### config.mk
export PLATFORM = sky130hd
export DESIGN_NAME = gpio_grp_ctrl
export DESIGN_NICKNAME = d
export VERILOG_FILES = /design/src/rtl/gpio_grp_pkg.sv /design/src/rtl/gpio_pad_drv.sv /design/src/rtl/gpio_slice_seq.sv /design/src/rtl/gpio_edge_irq.sv /design/src/rtl/gpio_grp_ctrl.sv
export SDC_FILE = /design/constraint.sdc
export NUM_CORES = 1
export LEC_CHECK = 0
export ABC_AREA = 1
export BUFFER_PORTS_ARGS = -buffer_cell sky130_fd_sc_hd__buf_2
export CORE_ASPECT_RATIO = 2
export CORE_UTILIZATION = 36
export CTS_CLUSTER_SIZE = 40
export DETAILED_ROUTE_END_ITERATION = 16
export PLACE_DENSITY_LB_ADDON = 0.08
export RECOVER_POWER = 50
export SKIP_CTS_REPAIR_TIMING = 1
export SLEW_MARGIN = 10
export SYNTH_ARGS = -nofsm -noshare
export SYNTH_HDL_FRONTEND = slang
export SYNTH_SLANG_ARGS = --single-unit
### constraint.sdc
create_clock -name clk -period 2.2 [get_ports clk]
set_clock_uncertainty 0.05 [all_clocks]
set_input_delay 0.44 -clock clk [delete_from_list [all_inputs] [get_ports clk]]
set_output_delay 0.44 -clock clk [all_outputs]
set_load 0.03 [all_outputs]
### src/rtl/gpio_grp_pkg.sv
`timescale 1ns/1ps
package gpio_grp_pkg;
  localparam int unsigned DEF_PINS    = 32;
  localparam int unsigned DEF_SLICE_W = 4;
  localparam int unsigned ADDR_W      = 4;

  typedef enum logic [ADDR_W-1:0] {
    RA_OWN   = 4'd0,
    RA_DIR   = 4'd1,
    RA_ODRN  = 4'd2,
    RA_HIZ   = 4'd3,
    RA_SET   = 4'd4,
    RA_CLR   = 4'd5,
    RA_GMASK = 4'd6,
    RA_GDATA = 4'd7,
    RA_LEVEL = 4'd8,
    RA_IN    = 4'd9,
    RA_RISE  = 4'd10,
    RA_FALL  = 4'd11,
    RA_STAT  = 4'd12
  } reg_addr_e;
endpackage

### src/rtl/gpio_pad_drv.sv
`timescale 1ns/1ps
module gpio_pad_drv (
  input  logic owned,
  input  logic is_out,
  input  logic odrn,
  input  logic hiz,
  input  logic level,
  output logic pad_out,
  output logic pad_oe
);
  logic active;
  assign active = owned && is_out && !hiz;

  always_comb begin
    pad_out = 1'b0;
    pad_oe  = 1'b0;
    if (active) begin
      if (odrn) begin
        pad_oe = !level;
      end else begin
        pad_oe  = 1'b1;
        pad_out = level;
      end
    end
  end
endmodule

### src/rtl/gpio_slice_seq.sv
`timescale 1ns/1ps
module gpio_slice_seq #(
  parameter int unsigned PINS    = 32,
  parameter int unsigned SLICE_W = 4
) (
  input  logic                       clk,
  input  logic                       rst_n,
  input  logic                       go,
  input  logic [PINS-1:0]            go_data,
  input  logic [PINS-1:0]            go_mask,
  output logic                       busy,
  output logic                       pend_valid,
  output logic [PINS-1:0]            apply_mask,
  output logic [PINS-1:0]            apply_data,
  output logic [PINS/SLICE_W-1:0]    strobe
);
  localparam int unsigned NSL   = PINS / SLICE_W;
  localparam int unsigned IDX_W = (NSL > 1) ? $clog2(NSL) : 1;
  localparam logic [IDX_W-1:0] LAST_IDX = IDX_W'(NSL - 1);

  logic             busy_q;
  logic [IDX_W-1:0] idx_q;
  logic [PINS-1:0]  stage_data_q, stage_mask_q;
  logic [PINS-1:0]  pend_data_q, pend_mask_q;
  logic             pend_q;

  function automatic logic [PINS-1:0] slice_bits(input logic [IDX_W-1:0] k);
    logic [PINS-1:0] bits;
    for (int i = 0; i < PINS; i++) begin
      bits[i] = ((i / SLICE_W) == int'(k));
    end
    return bits;
  endfunction

  always_ff @(posedge clk or negedge rst_n) begin
    if (!rst_n) begin
      busy_q       <= 1'b0;
      idx_q        <= '0;
      stage_data_q <= '0;
      stage_mask_q <= '0;
      pend_data_q  <= '0;
      pend_mask_q  <= '0;
      pend_q       <= 1'b0;
    end else if (busy_q) begin
      if (idx_q == LAST_IDX) begin
        idx_q <= '0;
        if (pend_q) begin
          stage_data_q <= pend_data_q;
          stage_mask_q <= pend_mask_q;
          if (go) begin
            pend_data_q <= go_data;
            pend_mask_q <= go_mask;
          end else begin
            pend_q <= 1'b0;
          end
        end else if (go) begin
          stage_data_q <= go_data;
          stage_mask_q <= go_mask;
        end else begin
          busy_q <= 1'b0;
        end
      end else begin
        idx_q <= idx_q + 1'b1;
        if (go) begin
          pend_data_q <= go_data;
          pend_mask_q <= go_mask;
          pend_q      <= 1'b1;
        end
      end
    end else if (go) begin
      stage_data_q <= go_data;
      stage_mask_q <= go_mask;
      busy_q       <= 1'b1;
      idx_q        <= '0;
    end
  end

  assign busy       = busy_q;
  assign pend_valid = pend_q;
  assign apply_data = stage_data_q;
  assign apply_mask = busy_q ? (stage_mask_q & slice_bits(idx_q)) : '0;

  for (genvar k = 0; k < NSL; k++) begin : g_strobe
    assign strobe[k] = busy_q && (idx_q == IDX_W'(k));
  end
endmodule

### src/rtl/gpio_edge_irq.sv
`timescale 1ns/1ps
module gpio_edge_irq #(
  parameter int unsigned W = 32
) (
  input  logic         clk,
  input  logic         rst_n,
  input  logic [W-1:0] pin_in,
  input  logic [W-1:0] arm,
  input  logic [W-1:0] rise_en,
  input  logic [W-1:0] fall_en,
  input  logic [W-1:0] clr_mask,
  output logic [W-1:0] sync_lvl,
  output logic [W-1:0] rise_evt,
  output logic [W-1:0] fall_evt,
  output logic [W-1:0] stat
);
  logic [W-1:0] meta_q, sync_q, prev_q, stat_q;

  always_ff @(posedge clk or negedge rst_n) begin
    if (!rst_n) begin
      meta_q <= '0;
      sync_q <= '0;
      prev_q <= '0;
      stat_q <= '0;
    end else begin
      meta_q <= pin_in;
      sync_q <= meta_q;
      prev_q <= sync_q;
      stat_q <= (stat_q & ~clr_mask) | rise_evt | fall_evt;
    end
  end

  assign rise_evt = sync_q & ~prev_q & arm & rise_en;
  assign fall_evt = ~sync_q & prev_q & arm & fall_en;
  assign sync_lvl = sync_q;
  assign stat     = stat_q;
endmodule

### src/rtl/gpio_grp_ctrl.sv
`timescale 1ns/1ps
module gpio_grp_ctrl
  import gpio_grp_pkg::*;
#(
  parameter int unsigned PINS    = DEF_PINS,
  parameter int unsigned SLICE_W = DEF_SLICE_W
) (
  input  logic              clk,
  input  logic              rst_n,
  input  logic              reg_we,
  input  logic [ADDR_W-1:0] reg_addr,
  input  logic [PINS-1:0]   reg_wdata,
  output logic [PINS-1:0]   reg_rdata,
  input  logic [PINS-1:0]   pin_in,
  output logic [PINS-1:0]   pin_out,
  output logic [PINS-1:0]   pin_oe,
  output logic              irq
);
  localparam int unsigned NSL = PINS / SLICE_W;

  logic [PINS-1:0] own_q, dir_q, odrn_q, hiz_q, gmask_q, level_q, rise_q, fall_q;
  logic [PINS-1:0] level_nxt, stat_q, stat_clr, sync_lvl, rise_evt, fall_evt;
  logic [PINS-1:0] seq_apply_mask, seq_data;
  logic [NSL-1:0]  slice_strobe;
  logic            seq_busy, pend_valid, lv_touch;
  logic            we_own, we_dir, we_odrn, we_hiz, we_set, we_clr;
  logic            we_gmask, we_gdata, we_rise, we_fall, we_stat;
  reg_addr_e       addr_e;

  function automatic logic [PINS-1:0] merge_bits(input logic [PINS-1:0] old_v,
                                                 input logic [PINS-1:0] new_v,
                                                 input logic [PINS-1:0] sel);
    return (old_v & ~sel) | (new_v & sel);
  endfunction

  assign addr_e   = reg_addr_e'(reg_addr);
  assign we_own   = reg_we && (addr_e == RA_OWN);
  assign we_dir   = reg_we && (addr_e == RA_DIR);
  assign we_odrn  = reg_we && (addr_e == RA_ODRN);
  assign we_hiz   = reg_we && (addr_e == RA_HIZ);
  assign we_set   = reg_we && (addr_e == RA_SET);
  assign we_clr   = reg_we && (addr_e == RA_CLR);
  assign we_gmask = reg_we && (addr_e == RA_GMASK);
  assign we_gdata = reg_we && (addr_e == RA_GDATA);
  assign we_rise  = reg_we && (addr_e == RA_RISE);
  assign we_fall  = reg_we && (addr_e == RA_FALL);
  assign we_stat  = reg_we && (addr_e == RA_STAT);
  assign lv_touch = we_set || we_clr;
  assign stat_clr = we_stat ? reg_wdata : '0;

  gpio_slice_seq #(.PINS(PINS), .SLICE_W(SLICE_W)) u_seq (
    .clk        (clk),
    .rst_n      (rst_n),
    .go         (we_gdata),
    .go_data    (reg_wdata),
    .go_mask    (gmask_q & own_q),
    .busy       (seq_busy),
    .pend_valid (pend_valid),
    .apply_mask (seq_apply_mask),
    .apply_data (seq_data),
    .strobe     (slice_strobe)
  );

  gpio_edge_irq #(.W(PINS)) u_edge (
    .clk      (clk),
    .rst_n    (rst_n),
    .pin_in   (pin_in),
    .arm      (own_q & ~dir_q),
    .rise_en  (rise_q),
    .fall_en  (fall_q),
    .clr_mask (stat_clr),
    .sync_lvl (sync_lvl),
    .rise_evt (rise_evt),
    .fall_evt (fall_evt),
    .stat     (stat_q)
  );

  always_comb begin
    level_nxt = merge_bits(level_q, seq_data, seq_apply_mask & own_q);
    if (we_set) level_nxt = level_nxt | (reg_wdata & own_q);
    if (we_clr) level_nxt = level_nxt & ~(reg_wdata & own_q);
  end

  always_ff @(posedge clk or negedge rst_n) begin
    if (!rst_n) begin
      own_q   <= '0;
      dir_q   <= '0;
      odrn_q  <= '0;
      hiz_q   <= '0;
      gmask_q <= '0;
      rise_q  <= '0;
      fall_q  <= '0;
      level_q <= '0;
    end else begin
      if (we_own)   own_q   <= reg_wdata;
      if (we_dir)   dir_q   <= reg_wdata;
      if (we_odrn)  odrn_q  <= reg_wdata;
      if (we_hiz)   hiz_q   <= reg_wdata;
      if (we_gmask) gmask_q <= reg_wdata;
      if (we_rise)  rise_q  <= reg_wdata;
      if (we_fall)  fall_q  <= reg_wdata;
      level_q <= level_nxt;
    end
  end

  for (genvar p = 0; p < PINS; p++) begin : g_pad
    gpio_pad_drv u_pad (
      .owned   (own_q[p]),
      .is_out  (dir_q[p]),
      .odrn    (odrn_q[p]),
      .hiz     (hiz_q[p]),
      .level   (level_q[p]),
      .pad_out (pin_out[p]),
      .pad_oe  (pin_oe[p])
    );
  end

  always_comb begin
    case (addr_e)
      RA_OWN:   reg_rdata = own_q;
      RA_DIR:   reg_rdata = dir_q;
      RA_ODRN:  reg_rdata = odrn_q;
      RA_HIZ:   reg_rdata = hiz_q;
      RA_GMASK: reg_rdata = gmask_q;
      RA_GDATA: reg_rdata = sync_lvl & gmask_q;
      RA_LEVEL: reg_rdata = level_q;
      RA_IN:    reg_rdata = sync_lvl;
      RA_RISE:  reg_rdata = rise_q;
      RA_FALL:  reg_rdata = fall_q;
      RA_STAT:  reg_rdata = stat_q;
      default:  reg_rdata = '0;
    endcase
  end

  assign irq = |stat_q;
endmodule

==> results.py <==
metrics = {
    "setup_path": {
        "end_kind": "output pin",
        "timing.setup.critical_path_class": "register to output pin",
        "timing.critical_path.arrival_ns": 1.95,
        "startpoint_of_the_worst_register_to_register_path": "u_seq.idx_q[0]$_DFFE_PN0P_",
        "startpoint_kind_of_the_worst_setup_timing_path": "register",
        "endpoint_of_the_most_critical_register_to_register_path": "u_seq.apply_data[17]$_DFFE_PN0P_",
        "cp-startpoint": "u_edge.stat[15]$_DFF_PN0_",
        "slowest_delay_ns": 0.41,
        "worstPathMaxFanout": 3,
        "crit_top_cell": "sky130_fd_sc_hd__nor2_2",
        "worst_path_max_delay_cell": "sky130_fd_sc_hd__dfrtp_1",
        "worst_ep_required_time_ns": 1.71,
        "worstSetupPathDepth": 5,
        "worst-r2r-setup-slack_ns": 0.21,
        "worstRegToRegCells": 7,
        "capture_point_of_the_critical_path": "irq",
        "worst-path-buf-inv": 1,
        "critPathTopFamily": "simple AND/OR/NAND/NOR gates",
        "cp_cell_sequence": "nor2_2, nand4_1, nor2_2, nand2_2, buf_6",
    },
    "global_routing": {
        "grt_util_all_layers_pct": 25.32,
        "antenna_found_initial": 1,
        "grt_first_pass_wirelength_um": 129400,
        "via_count_of_the_first_global_routing_pass": 21141,
        "grt_start_max_net_pins": 66,
        "total_overflow_reported_by_the_global_router": 0,
    },
    "power": {
        "peak_supply_drop_mv": 0.6664,
        "total_leakage_power_nw": 15.13,
        "power.density_nw_per_um2": 1003,
    },
    "job": {
        "maxCapViolations": 0,
    },
    "floorplanning": {
        "die_w_um": 186.2,
        "design.die.area_um2": 68950,
        "ios": 168,
        "floorplan.initialDensity_pct": 36.51,
        "row_cnt": 134,
        "die_h_um": 370.4,
        "coreArea_um2": 66900,
    },
    "logic_synthesis": {
        "synth_top_area_cell": "sky130_fd_sc_hd__dfrtp_1",
        "synth-simple-area-share_pct": 27.37,
        "yosys_register_bits": 517,
        "synth_area_um2": 24420,
        "synth_top_cell_area_share_pct": 52.97,
        "synth_top_family_by_area": "simple AND/OR/NAND/NOR gates",
        "yosysSeqAreaShare_pct": 52.97,
        "netlist_top_cells_area": "sky130_fd_sc_hd__dfrtp_1 (53%), sky130_fd_sc_hd__nand2_1 (18%), sky130_fd_sc_hd__o21ai_0 (8.2%)",
        "post_syn_nets": 3239,
        "syn-instance-count": 3162,
        "adder_cell_share_of_the_synthesized_area_pct": 0.3074,
        "synth.distinct_cells": 23,
        "muxShareOfSynthArea_pct": 0,
        "synth-warning-count": 0,
        "post_synth_xor_area_fraction_pct": 0,
        "synth_compound_gate_area_share_pct": 11.77,
        "mapped_avg_cell_area_um2": 7.724,
    },
    "clock_network": {
        "cts_tree": "built",
        "clkSlewWorstSetupHoldPaths_ns": 0.06,
        "clock_sink_count": 517,
        "worstSkewPairLatency_ns": 0.60,
        "htree_levels": 2,
        "tritoncts.num_buffers": 50,
        "clk_root_buffer_cell": "sky130_fd_sc_hd__clkbuf_16",
        "cts_max_path_buffers": 3,
    },
    "timing": {
        "timing_worst_slew_pin_value_ns": 0.5696,
        "grt_setup_unrepaired": "true",
        "finalMaxSlewViolations": 0,
        "relSlewSlack_pct": 62.03,
        "period_needed_ns": 2.435,
        "finalSetupViolations": 15,
        "worst_slack_ns": -0.2353,
        "period_share_pct": 110.7,
        "report.final.hold_viol_count": 0,
        "achievable-frequency_mhz": 410.6,
        "fin_setup_tns_ns": -0.6812,
        "final.hold.worst_slack_ns": 0.1510,
    },
    "detailed_routing": {
        "drt_wl_total_um": 87300,
        "drt_iter0_drc": 1438,
        "number_of_vias_per_cell": 5.053,
        "postRouteAntennaNets": 0,
        "routed_wire_length_per_instance_um": 20.27,
        "route.detailed.drc": 0,
        "num_vias": 21764,
        "first_pass_iters": 6,
    },
    "place": {
        "preCtsSetupSlack_ns": -0.1975,
        "io_buffer_count": 167,
        "globalplace.congestion": 0.8339,
        "total_instance_count_after_detailed_placement": 4126,
        "dp.final_hpwl_um": 58990,
    },
    "layout": {
        "post_route_cells_drive_above_1_share_pct": 18.18,
        "final_net_count": 3460,
        "synthToLayoutAreaGrowth_pct": 24.22,
        "multi_input_comb_area_um2": 10240,
        "number_of_cells_in_the_finished_layout_apart_from_fillers": 4307,
        "finalCoreUtilization_pct": 45.35,
        "sequential_cell_area_um2": 12990,
        "num-fill-cells": 6645,
    },
    "worst_hold_path": {
        "hold_class": "primary input to register",
    },
    "run_status": {
        "outcome": "complete, but fails checks",
        "violations_in_the_final_reports": "negative setup slack",
    },
}
[kinds of logic after synthesis]
family	Yosys count
buffers and inverters	415
DFF	517
adders and majority gates	6
AOI/OAI and AO/OA	574
and+or+nand+nor	1650
[worst reg2reg max path: stages (launching register included)]
cell and delay, ns:
sky130_fd_sc_hd__dfrtp_1 0.40, sky130_fd_sc_hd__ha_1 0.23, sky130_fd_sc_hd__ha_1 0.23, sky130_fd_sc_hd__nor2_4 0.18, sky130_fd_sc_hd__inv_1 0.10, sky130_fd_sc_hd__nand2_4 0.31, sky130_fd_sc_hd__buf_12 0.24, sky130_fd_sc_hd__o21ai_0 0.11
[synthesized netlist by cell type]
cell type                  count
sky130_fd_sc_hd__nor2_2        9
sky130_fd_sc_hd__nor3b_1      32
sky130_fd_sc_hd__dfrtp_1     517
sky130_fd_sc_hd__inv_1       217
sky130_fd_sc_hd__nor2_4        2
sky130_fd_sc_hd__nand2_1    1149
sky130_fd_sc_hd__buf_6         3
sky130_fd_sc_hd__ha_1          6
sky130_fd_sc_hd__nand3b_1     31
sky130_fd_sc_hd__inv_2         5
sky130_fd_sc_hd__nand3_1     113
sky130_fd_sc_hd__a21oi_1      98
sky130_fd_sc_hd__o21ai_1      77
sky130_fd_sc_hd__buf_1         7
sky130_fd_sc_hd__nor2_1      285
sky130_fd_sc_hd__nand3_2       1
sky130_fd_sc_hd__clkbuf_1     96
sky130_fd_sc_hd__nand4_1      26
sky130_fd_sc_hd__o22ai_1       1
sky130_fd_sc_hd__buf_2        22
sky130_fd_sc_hd__nand2_2       2
sky130_fd_sc_hd__o21ai_0     398
sky130_fd_sc_hd__buf_4        65
[final cells by class]
| cell class | count | share of cell area [%] |
|---|---|---|
| clock buffer | 67 | 4.743 |
| multi-input combinational | 2230 | 33.75 |
| inverter | 222 | 2.796 |
| timing repair buffer | 362 | 11.49 |
| sequential | 517 | 42.81 |
| antenna | 1 | 0.008248 |
| clock inverter | 24 | 0.7547 |
| tap | 884 | 3.646 |
[how the worst min path moves through the flow]
stage,from,end,cells after the start
global placement,u_edge.meta_q[20]$_DFF_PN0_,u_edge.sync_lvl[20]$_DFF_PN0_,0
global route,reg_wdata[13],level_q[13]$_DFF_PN0_,4
CTS,rst_n,u_edge.meta_q[0]$_DFF_PN0_,1
detailed placement,u_edge.meta_q[25]$_DFF_PN0_,u_edge.sync_lvl[25]$_DFF_PN0_,0
finish,reg_wdata[13],level_q[13]$_DFF_PN0_,4
floorplan,rst_n,dir_q[0]$_DFFE_PN0P_,0
[through the flow]
step / total power [mW] / area (µm²)
6_report: 30.42 / 30340
5_1_grt: 32.33 / 30340
4_1_cts: 30.06 / 28430
3_5_place_dp: 20.97 / 26770
3_3_place_gp: 20.75 / 26770
2_1_floorplan: 18.12 / 24420
[layout by cell type (no fill, tap or decap), drive strengths merged]
| master | instances |
|---|---|
| a21oi | 98 |
| nand4 | 26 |
| dfrtp | 517 |
| dlygate4sd3 | 33 |
| nand3b | 31 |
| ha | 6 |
| nor3b | 32 |
| clkinvlp | 2 |
| o21ai | 475 |
| o22ai | 1 |
| nand2 | 1151 |
| clkbuf | 78 |
| clkinv | 18 |
| buf | 318 |
| inv | 222 |
| diode | 1 |
| nand3 | 114 |
| bufinv | 4 |
| nor2 | 296 |
[routing by layer]
metal	GRT usage, %	wire length [µm]	vias up
met4	9.852	3425	0
met3	2.871	3704	167
met5	0	0	-
met2	45.50	45490	601
li1	-	-	10438
met1	30.39	34680	10558
[report_power, final]
part	switching [mW]	internal [mW]
logic	4.44	2.85
clock network	3.92	5.06
registers	2.27	11.9
No activity file was read; power rests on OpenSTA's default activity.
